<file path="src/rtl/dcm_pkg.sv">
package dcm_pkg;
   localparam logic [7:0] ERR_NONE           = 8'h00;
   localparam logic [7:0] ERR_GET_EMPTY      = 8'h01;
   localparam logic [7:0] ERR_RD_NOT_EMPTY   = 8'h03;
   localparam logic [7:0] ERR_RD_STUCK_FULL  = 8'h04;
   localparam logic [7:0] ERR_WR_STUCK_EMPTY = 8'h05;
   localparam logic [7:0] ERR_LOAD_NOT_EMPTY = 8'h07;
   localparam logic [7:0] ERR_NO_SECTOR      = 8'h81;
   localparam logic [7:0] ERR_CYL_OVERFLOW   = 8'h82;
   localparam logic [7:0] ERR_CYL_UNKNOWN    = 8'h84;
   localparam logic [7:0] ERR_WRITE_FAULT    = 8'h85;
   localparam logic [7:0] ERR_BAD_OPCODE     = 8'h8A;
   localparam logic [7:0] ERR_BAD_DIAG       = 8'h8B;
   localparam logic [7:0] ERR_SEQUENCE       = 8'h8C;
   localparam logic [7:0] ERR_DRIVE_IDLE     = 8'h8D;

   typedef struct packed {
      logic       hit;
      logic [7:0] code;
   } err_cand_t;

   // class nibble in the upper half, kind in the lower half
   function automatic logic [7:0] field_code(input logic [1:0] field, input logic [2:0] kind);
      return {2'b00, field, 1'b0, kind};
   endfunction

   function automatic logic field_ok(input logic [1:0] field, input logic [2:0] kind);
      return (field != 2'd0) && (kind >= 3'd1) && (kind <= 3'd5);
   endfunction
endpackage

</file>
<file path="src/rtl/dcm_rev_watch.sv">
module dcm_rev_watch #(
   parameter int LIMIT = 4
) (
   input  logic clk,
   input  logic rst_n,
   input  logic arm,
   input  logic idx_rise,
   output logic expire
);
   localparam int CW = $clog2(LIMIT + 1);

   if (LIMIT < 1) begin : g_bad_limit
      $error("dcm_rev_watch: LIMIT must be at least 1");
   end

   logic [CW-1:0] revs;

   assign expire = arm && idx_rise && (revs == CW'(LIMIT - 1));

   always_ff @(posedge clk or negedge rst_n) begin
      if (!rst_n)
         revs <= '0;
      else if (!arm)
         revs <= '0;
      else if (idx_rise)
         revs <= expire ? '0 : revs + 1'b1;
   end
endmodule

</file>
<file path="src/rtl/dcm_sync_byte.sv">
module dcm_sync_byte #(
   parameter int         STAGES  = 2,
   parameter logic [7:0] RST_VAL = 8'h00
) (
   input  logic       clk,
   input  logic       rst_n,
   input  logic [7:0] d,
   output logic [7:0] q
);
   if (STAGES < 0) begin : g_bad_stages
      $error("dcm_sync_byte: STAGES must not be negative");
   end

   if (STAGES == 0) begin : g_bypass
      assign q = d;
   end else begin : g_chain
      logic [7:0] pipe [STAGES];
      always_ff @(posedge clk or negedge rst_n) begin
         if (!rst_n) begin
            for (int i = 0; i < STAGES; i++) pipe[i] <= RST_VAL;
         end else begin
            pipe[0] <= d;
            for (int i = 1; i < STAGES; i++) pipe[i] <= pipe[i-1];
         end
      end
      assign q = pipe[STAGES-1];
   end
endmodule

</file>
<file path="src/rtl/dcm_cyl_track.sv">
module dcm_cyl_track #(
   parameter int CYL_W    = 16,
   parameter int NUM_CYLS = 1024
) (
   input  logic             clk,
   input  logic             rst_n,
   input  logic             seek_begin,
   input  logic             seek_end,
   input  logic [CYL_W-1:0] seek_cyl,
   output logic [CYL_W-1:0] cur_cyl,
   output logic             known,
   output logic             overflow
);
   localparam logic [CYL_W-1:0] UNKNOWN = '1;
   localparam logic [CYL_W-1:0] LIMIT   = CYL_W'(NUM_CYLS);

   if (NUM_CYLS < 1 || NUM_CYLS > (2**CYL_W) - 1) begin : g_bad_cyls
      $error("dcm_cyl_track: NUM_CYLS must leave the all-ones code unused");
   end

   assign overflow = seek_end && (seek_cyl >= LIMIT);
   assign known    = (cur_cyl != UNKNOWN);

   always_ff @(posedge clk or negedge rst_n) begin
      if (!rst_n)
         cur_cyl <= UNKNOWN;
      else if (seek_end)
         cur_cyl <= overflow ? UNKNOWN : seek_cyl;
      else if (seek_begin)
         cur_cyl <= UNKNOWN;
   end
endmodule

</file>
<file path="src/rtl/disk_cmd_monitor.sv">
module disk_cmd_monitor #(
   parameter int OP_W        = 4,
   parameter int MODE_W      = 2,
   parameter int DIAG_OP     = 10,
   parameter int DIAG_MODES  = 2,
   parameter int CNT_W       = 16,
   parameter int CYL_W       = 16,
   parameter int NUM_CYLS    = 1024,
   parameter int FULL_REVS   = 4,
   parameter int EMPTY_REVS  = 3,
   parameter int SYNC_STAGES = 2
) (
   input  logic              clk,
   input  logic              rst_n,
   input  logic              get_cb,
   input  logic              exec_cb,
   input  logic              load_cb,
   input  logic [OP_W-1:0]   opcode,
   input  logic [MODE_W-1:0] diag_mode,
   input  logic [CNT_W-1:0]  sec_count,
   input  logic              sector_tick,
   input  logic              fifo_empty,
   input  logic              fifo_full,
   input  logic              drv_index,
   input  logic              drv_ready,
   input  logic              drv_seek_done,
   input  logic              drv_wfault,
   input  logic              drv_lock,
   input  logic              drv_track0,
   input  logic              drv_am,
   input  logic              seek_begin,
   input  logic              seek_end,
   input  logic [CYL_W-1:0]  seek_cyl,
   input  logic              sec_miss,
   input  logic              dp_fault,
   input  logic [1:0]        dp_field,
   input  logic [2:0]        dp_kind,
   output logic [7:0]        err_code,
   output logic              err_valid,
   output logic [7:0]        drv_status,
   output logic [7:0]        ctl_status,
   output logic [CYL_W-1:0]  cur_cyl,
   output logic              op_busy
);
   import dcm_pkg::*;

   localparam logic [OP_W-1:0]   OP_DIAG   = OP_W'(DIAG_OP);
   localparam logic [OP_W-1:0]   OP_STDMAX = OP_W'(7);
   localparam logic [MODE_W-1:0] MODE_LIM  = MODE_W'(DIAG_MODES);

   if (DIAG_OP <= 7 || DIAG_OP >= 2**OP_W) begin : g_bad_diag
      $error("disk_cmd_monitor: DIAG_OP must be above 7 and fit in OP_W");
   end
   if (DIAG_MODES < 1 || DIAG_MODES > (2**MODE_W) - 1) begin : g_bad_modes
      $error("disk_cmd_monitor: DIAG_MODES must leave an illegal mode code");
   end

   // ---------------- opcode classification ----------------
   logic op_legal, op_is_diag, op_is_rd, op_is_wr, op_is_xfer;
   always_comb begin
      op_is_diag = (opcode == OP_DIAG);
      op_legal   = (opcode <= OP_STDMAX) || op_is_diag;
      op_is_rd   = op_is_diag;
      op_is_wr   = 1'b0;
      case (opcode)
         OP_W'(2), OP_W'(5), OP_W'(6), OP_W'(7): op_is_rd = 1'b1;
         OP_W'(1), OP_W'(3), OP_W'(4):           op_is_wr = 1'b1;
         default: ;
      endcase
      op_is_xfer = op_legal && (opcode != '0);
   end

   // ---------------- cylinder tracking ----------------
   logic cyl_known, cyl_ovf;
   dcm_cyl_track #(.CYL_W(CYL_W), .NUM_CYLS(NUM_CYLS)) u_cyl (
      .clk(clk), .rst_n(rst_n), .seek_begin(seek_begin), .seek_end(seek_end),
      .seek_cyl(seek_cyl), .cur_cyl(cur_cyl), .known(cyl_known), .overflow(cyl_ovf)
   );

   // ---------------- command sequence and execute checks ----------------
   logic       got_cb;
   err_cand_t  exec_chk;
   logic       exec_start;

   always_comb begin
      exec_chk = '{hit: 1'b0, code: ERR_NONE};
      if (!got_cb)
         exec_chk = '{hit: 1'b1, code: ERR_SEQUENCE};
      else if (!op_legal)
         exec_chk = '{hit: 1'b1, code: ERR_BAD_OPCODE};
      else if (op_is_diag && diag_mode >= MODE_LIM)
         exec_chk = '{hit: 1'b1, code: ERR_BAD_DIAG};
      else if (op_is_xfer && (!drv_ready || !drv_seek_done))
         exec_chk = '{hit: 1'b1, code: ERR_DRIVE_IDLE};
      else if (op_is_xfer && !cyl_known)
         exec_chk = '{hit: 1'b1, code: ERR_CYL_UNKNOWN};
      else if (op_is_rd && !fifo_empty)
         exec_chk = '{hit: 1'b1, code: ERR_RD_NOT_EMPTY};
   end

   assign exec_start = exec_cb && !exec_chk.hit;

   always_ff @(posedge clk or negedge rst_n) begin
      if (!rst_n)
         got_cb <= 1'b0;
      else if (exec_cb)
         got_cb <= 1'b0;
      else if (get_cb)
         got_cb <= 1'b1;
   end

   // ---------------- operation and sector count ----------------
   logic             op_rd, op_wr;
   logic [CNT_W-1:0] sec_left;
   logic [CNT_W-1:0] sec_next;

   assign sec_next = sec_left + 1'b1;

   always_ff @(posedge clk or negedge rst_n) begin
      if (!rst_n) begin
         op_busy  <= 1'b0;
         op_rd    <= 1'b0;
         op_wr    <= 1'b0;
         sec_left <= '0;
      end else if (exec_start) begin
         op_busy  <= 1'b1;
         op_rd    <= op_is_rd;
         op_wr    <= op_is_wr;
         sec_left <= sec_count;
      end else if (op_busy && sector_tick) begin
         sec_left <= sec_next;
         if (sec_next == '0) op_busy <= 1'b0;
      end
   end

   // ---------------- revolution timeouts ----------------
   logic idx_q, idx_rise, full_expire, empty_expire;
   always_ff @(posedge clk or negedge rst_n) begin
      if (!rst_n) idx_q <= 1'b0;
      else        idx_q <= drv_index;
   end
   assign idx_rise = drv_index && !idx_q;

   dcm_rev_watch #(.LIMIT(FULL_REVS)) u_full_watch (
      .clk(clk), .rst_n(rst_n), .arm(op_busy && op_rd && fifo_full),
      .idx_rise(idx_rise), .expire(full_expire)
   );
   dcm_rev_watch #(.LIMIT(EMPTY_REVS)) u_empty_watch (
      .clk(clk), .rst_n(rst_n), .arm(op_busy && op_wr && fifo_empty),
      .idx_rise(idx_rise), .expire(empty_expire)
   );

   // ---------------- error selection and first-error latch ----------------
   err_cand_t cand;
   always_comb begin
      cand = '{hit: 1'b0, code: ERR_NONE};
      if (get_cb && fifo_empty)
         cand = '{hit: 1'b1, code: ERR_GET_EMPTY};
      else if (load_cb && !fifo_empty)
         cand = '{hit: 1'b1, code: ERR_LOAD_NOT_EMPTY};
      else if (exec_cb && exec_chk.hit)
         cand = exec_chk;
      else if (cyl_ovf)
         cand = '{hit: 1'b1, code: ERR_CYL_OVERFLOW};
      else if (op_busy && op_wr && drv_wfault)
         cand = '{hit: 1'b1, code: ERR_WRITE_FAULT};
      else if (op_busy && sec_miss)
         cand = '{hit: 1'b1, code: ERR_NO_SECTOR};
      else if (op_busy && dp_fault && field_ok(dp_field, dp_kind))
         cand = '{hit: 1'b1, code: field_code(dp_field, dp_kind)};
      else if (full_expire)
         cand = '{hit: 1'b1, code: ERR_RD_STUCK_FULL};
      else if (empty_expire)
         cand = '{hit: 1'b1, code: ERR_WR_STUCK_EMPTY};
   end

   logic held;
   assign held = err_valid && !get_cb;

   always_ff @(posedge clk or negedge rst_n) begin
      if (!rst_n) begin
         err_valid <= 1'b0;
         err_code  <= ERR_NONE;
      end else if (!held && cand.hit) begin
         err_valid <= 1'b1;
         err_code  <= cand.code;
      end else if (get_cb) begin
         err_valid <= 1'b0;
         err_code  <= ERR_NONE;
      end
   end

   // ---------------- status bytes ----------------
   logic [7:0] drv_raw, ctl_raw;
   assign drv_raw = {~drv_ready, ~drv_seek_done, 1'b0, drv_am,
                     ~drv_index, ~drv_track0, ~drv_wfault, drv_lock};
   assign ctl_raw = {2'b00, fifo_empty && op_busy && op_rd, 3'b000, fifo_empty, fifo_full};

   dcm_sync_byte #(.STAGES(SYNC_STAGES), .RST_VAL(8'h00)) u_drv_sync (
      .clk(clk), .rst_n(rst_n), .d(drv_raw), .q(drv_status)
   );
   dcm_sync_byte #(.STAGES(SYNC_STAGES), .RST_VAL(8'h00)) u_ctl_sync (
      .clk(clk), .rst_n(rst_n), .d(ctl_raw), .q(ctl_status)
   );
endmodule

</file>
<file path="config.mk">
export PLATFORM = sky130hd
export DESIGN_NAME = disk_cmd_monitor
export DESIGN_NICKNAME = d
export VERILOG_FILES = /design/src/rtl/dcm_pkg.sv /design/src/rtl/dcm_rev_watch.sv /design/src/rtl/dcm_sync_byte.sv /design/src/rtl/dcm_cyl_track.sv /design/src/rtl/disk_cmd_monitor.sv
export SDC_FILE = /design/constraint.sdc
export NUM_CORES = 1
export LEC_CHECK = 0
export ABC_AREA = 1
export BUFFER_PORTS_ARGS = -buffer_cell sky130_fd_sc_hd__buf_2
export CAP_MARGIN = 0
export CORE_MARGIN = 2
export CORE_UTILIZATION = 57
export DETAILED_ROUTE_END_ITERATION = 12
export MAX_ROUTING_LAYER = met4
export PLACE_DENSITY = 0.94
export SLEW_MARGIN = 15
export SYNTH_ARGS = -nofsm -noshare
export SYNTH_HDL_FRONTEND = slang
export SYNTH_HIERARCHICAL = 1
export SYNTH_SLANG_ARGS = --single-unit
</file>
<file path="constraint.sdc">
create_clock -name clk -period 3.9 [get_ports clk]
set_input_delay 0 -clock clk [delete_from_list [all_inputs] [get_ports clk]]
set_output_delay 0 -clock clk [all_outputs]
set_load 0.005 [all_outputs]
</file>
==> out/results.ini <==
[status]
outcome=finished clean

[synth]
syn_area_um2=3950
synth_top_family_by_area=simple AND/OR/NAND/NOR gates
yosys_warnings=6
async_flop_share=1.00
synth_enable_flop_cells=0
ys_types=33
synthAdderAreaFrac=0.00634
yosysSeqAreaShare=0.525
synthMuxAreaShare=0
synth_compound_area_frac=0.0301
synth-seq-cells=82
synth-simple-area-share=0.314
syn_inst=471
synth_ff_type=dfrtp_1
synth_area_per_cell_um2=8.38
synth-xor-area-share=0.0288

[route]
first_pass_iters=7
viasPerCell=5.25
routedWlPerCell_um=13.4
remaining_drc_errors=0
finalWirelength_um=9290
drt_iter0_markers=222
ant_nets=0
vias=3633

[setup_path]
reg2reg_slack_ns=1.81
cp-start-kind=input port
crit_fanout=17
crit_type=input port to register
cp-startpoint=opcode[2]
r2r_start=op_busy
cp.required_ns=4.19
worst_ep_arrival_time_ns=2.39
setup.worst_path.end_class=register

[placement]
globalplace.congestion=0.961
portBuffers=101
place_inst=635
placement.cell_area_um2=4390
dp_hpwl_um=6210
place_ws_ns=1.92

[global_route]
grt_usage=0.272
antenna_found_initial=0
gr-total-overflow=0
grt_pass1_vias=3560
grt_max_degree=83
grt_pass1_wl_um=15700

[sta]
rsz0062_at_grt=no
slew_headroom=0.338
max_clock_freq_mhz=477
drv_slew=0
clock_skew_ns=0.0122
hold_viol_final=0
worstMarginPinSlew_ns=0.994
tns_ns=0
fin_crit_sh=0.537
setup_ws_ns=1.81
report.final.setup_viol=0
min_period_ns=2.09

[floorplan]
die_h_um=87.2
start_util=0.584
row_count=30
io_pins=104
die_x_um=87.2
core-area_um2=6760
dieArea_um2=7610

[finish]
n_antenna_cell=0
final_common_cell=nand2_1
final_cells=692
nets=671
mostFrequentLayoutCells=123 x nand2_1, 100 x buf_2, 69 x nor2_1
fin_area_um2=5030
syn_to_final_growth_pct=27.4
drive_above_1_share=0.270
nFillCells=494

[clocking]
cts_buffers=9
clk_latency_ns=0.35
clock_path_buffers=2
cts-root-buf=clkbuf_8
cts_resized=0
htree_levels=3
cts_tree=done
clock_sinks=82
postCtsSetupBuffers=0
clk_pin_slew_ns=0.09

[worst_hold_path]
min_from=load_cb
min_path_type=input port to register

[job]
cap_violations=0

[pwr]
p_per_area_nw_per_um2=462
p_leak_nw=2.52
ir_worst_vdd_mv=0.357

what timing repair did:
| action | in CTS | in global routing |
|---|---|---|
| endpoints found under the setup margin | 0 | 0 |
| hold buffers | 41 | 0 |
| hold endpoints to repair | 107 | 0 |
cells in the mapped netlist (4+ instances only):
cell type	n	share of area
o21ai_0	4	0.0051
o21ai_1	5	0.0063
nand2_1	123	0.12
a21oi_1	8	0.010
dfrtp_1	66	0.42
nand3_1	44	0.056
dfstp_2	16	0.11
nand4_1	14	0.022
nand2_2	5	0.0079
xor2_1	10	0.022
nor2_2	10	0.016
nor2_1	69	0.066
inv_2	8	0.0076
buf_4	17	0.032
inv_1	40	0.038
nor3_1	5	0.0063
stage by stage:
stage	power (mW)	util	hold slack (ns)
floorplan	1.43	-	-0.296
global placement	1.55	0.649	0.117
detailed placement	1.58	0.649	0.109
CTS	2.33	0.744	0.0149
global route	2.46	0.744	0.0682
finish	2.32	0.744	0.0388
kinds of logic after synthesis:
group | Yosys count
other | 1
buffers and inverters | 72
adder cells (fa/ha/maj) | 2
XOR/XNOR | 13
AND/OR/NAND/NOR | 281
AO/OA/AOI/OAI | 20
flip-flops | 82
worst max-delay path: stages:
cell and delay, ns:
dlygate4sd3_1 0.54, buf_2 0.15, o21ai_2 0.16, nand2_2 0.13, a21oi_4 0.18, nand2_2 0.09
a21oi_2 0.17, nand3_2 0.33, inv_2 0.37, nand2_1 0.13, nand3_1 0.10
state kept, by name, indices dropped and copies added, names as in the netlist, 2 cells and up:
| name | cells |
|---|---|
| u_cyl/cur_cyl | 16 |
| sec_left | 16 |
| u_ctl_sync/q | 8 |
| u_drv_sync/g_chain.pipe | 8 |
| u_ctl_sync/g_chain.pipe | 8 |
| u_empty_watch/revs | 2 |
| u_drv_sync/q | 8 |
| err_code | 7 |
| u_full_watch/revs | 3 |
worst paths after layout:
| path | end | depth (start not counted) |
|---|---|---|
| max | sec_left[7] | 11 |
| min reg2reg | u_drv_sync/q[6] | 0 |
| max reg2reg | err_code[1] | 12 |
| min | err_code[1] | 5 |
| max in group asynchronous | sec_left[4] | 2 |
| min in group asynchronous | u_drv_sync/g_chain.pipe[11] | 2 |
metal layers:
metal | part of all wire | wire [µm] | track usage
met1 | 0.38 | 3550 | 0.306
met2 | 0.50 | 4640 | 0.456
met3 | 0.075 | 699 | 0.0626
met5 | 0 | 0 | -
met4 | 0.043 | 397 | 0.130
layout make-up:
cell class | instances | area [µm²] | share of cell area
clock inverters | 7 | 106 | 0.0212
repair buffers | 142 | 918 | 0.183
clock buffers | 9 | 124 | 0.0246
inverters | 49 | 184 | 0.0366
multi-input cells | 323 | 1520 | 0.303
flip-flops and latches | 82 | 2070 | 0.412
well taps | 80 | 100 | 0.0199
report_power, final:
part | switching [mW] | total, mW | internal [mW]
registers | 0.113 | 1.08 | 0.969
clock network | 0.330 | 0.705 | 0.374
logic | 0.320 | 0.537 | 0.217
Note: power is estimated with default switching activity, not from simulation.
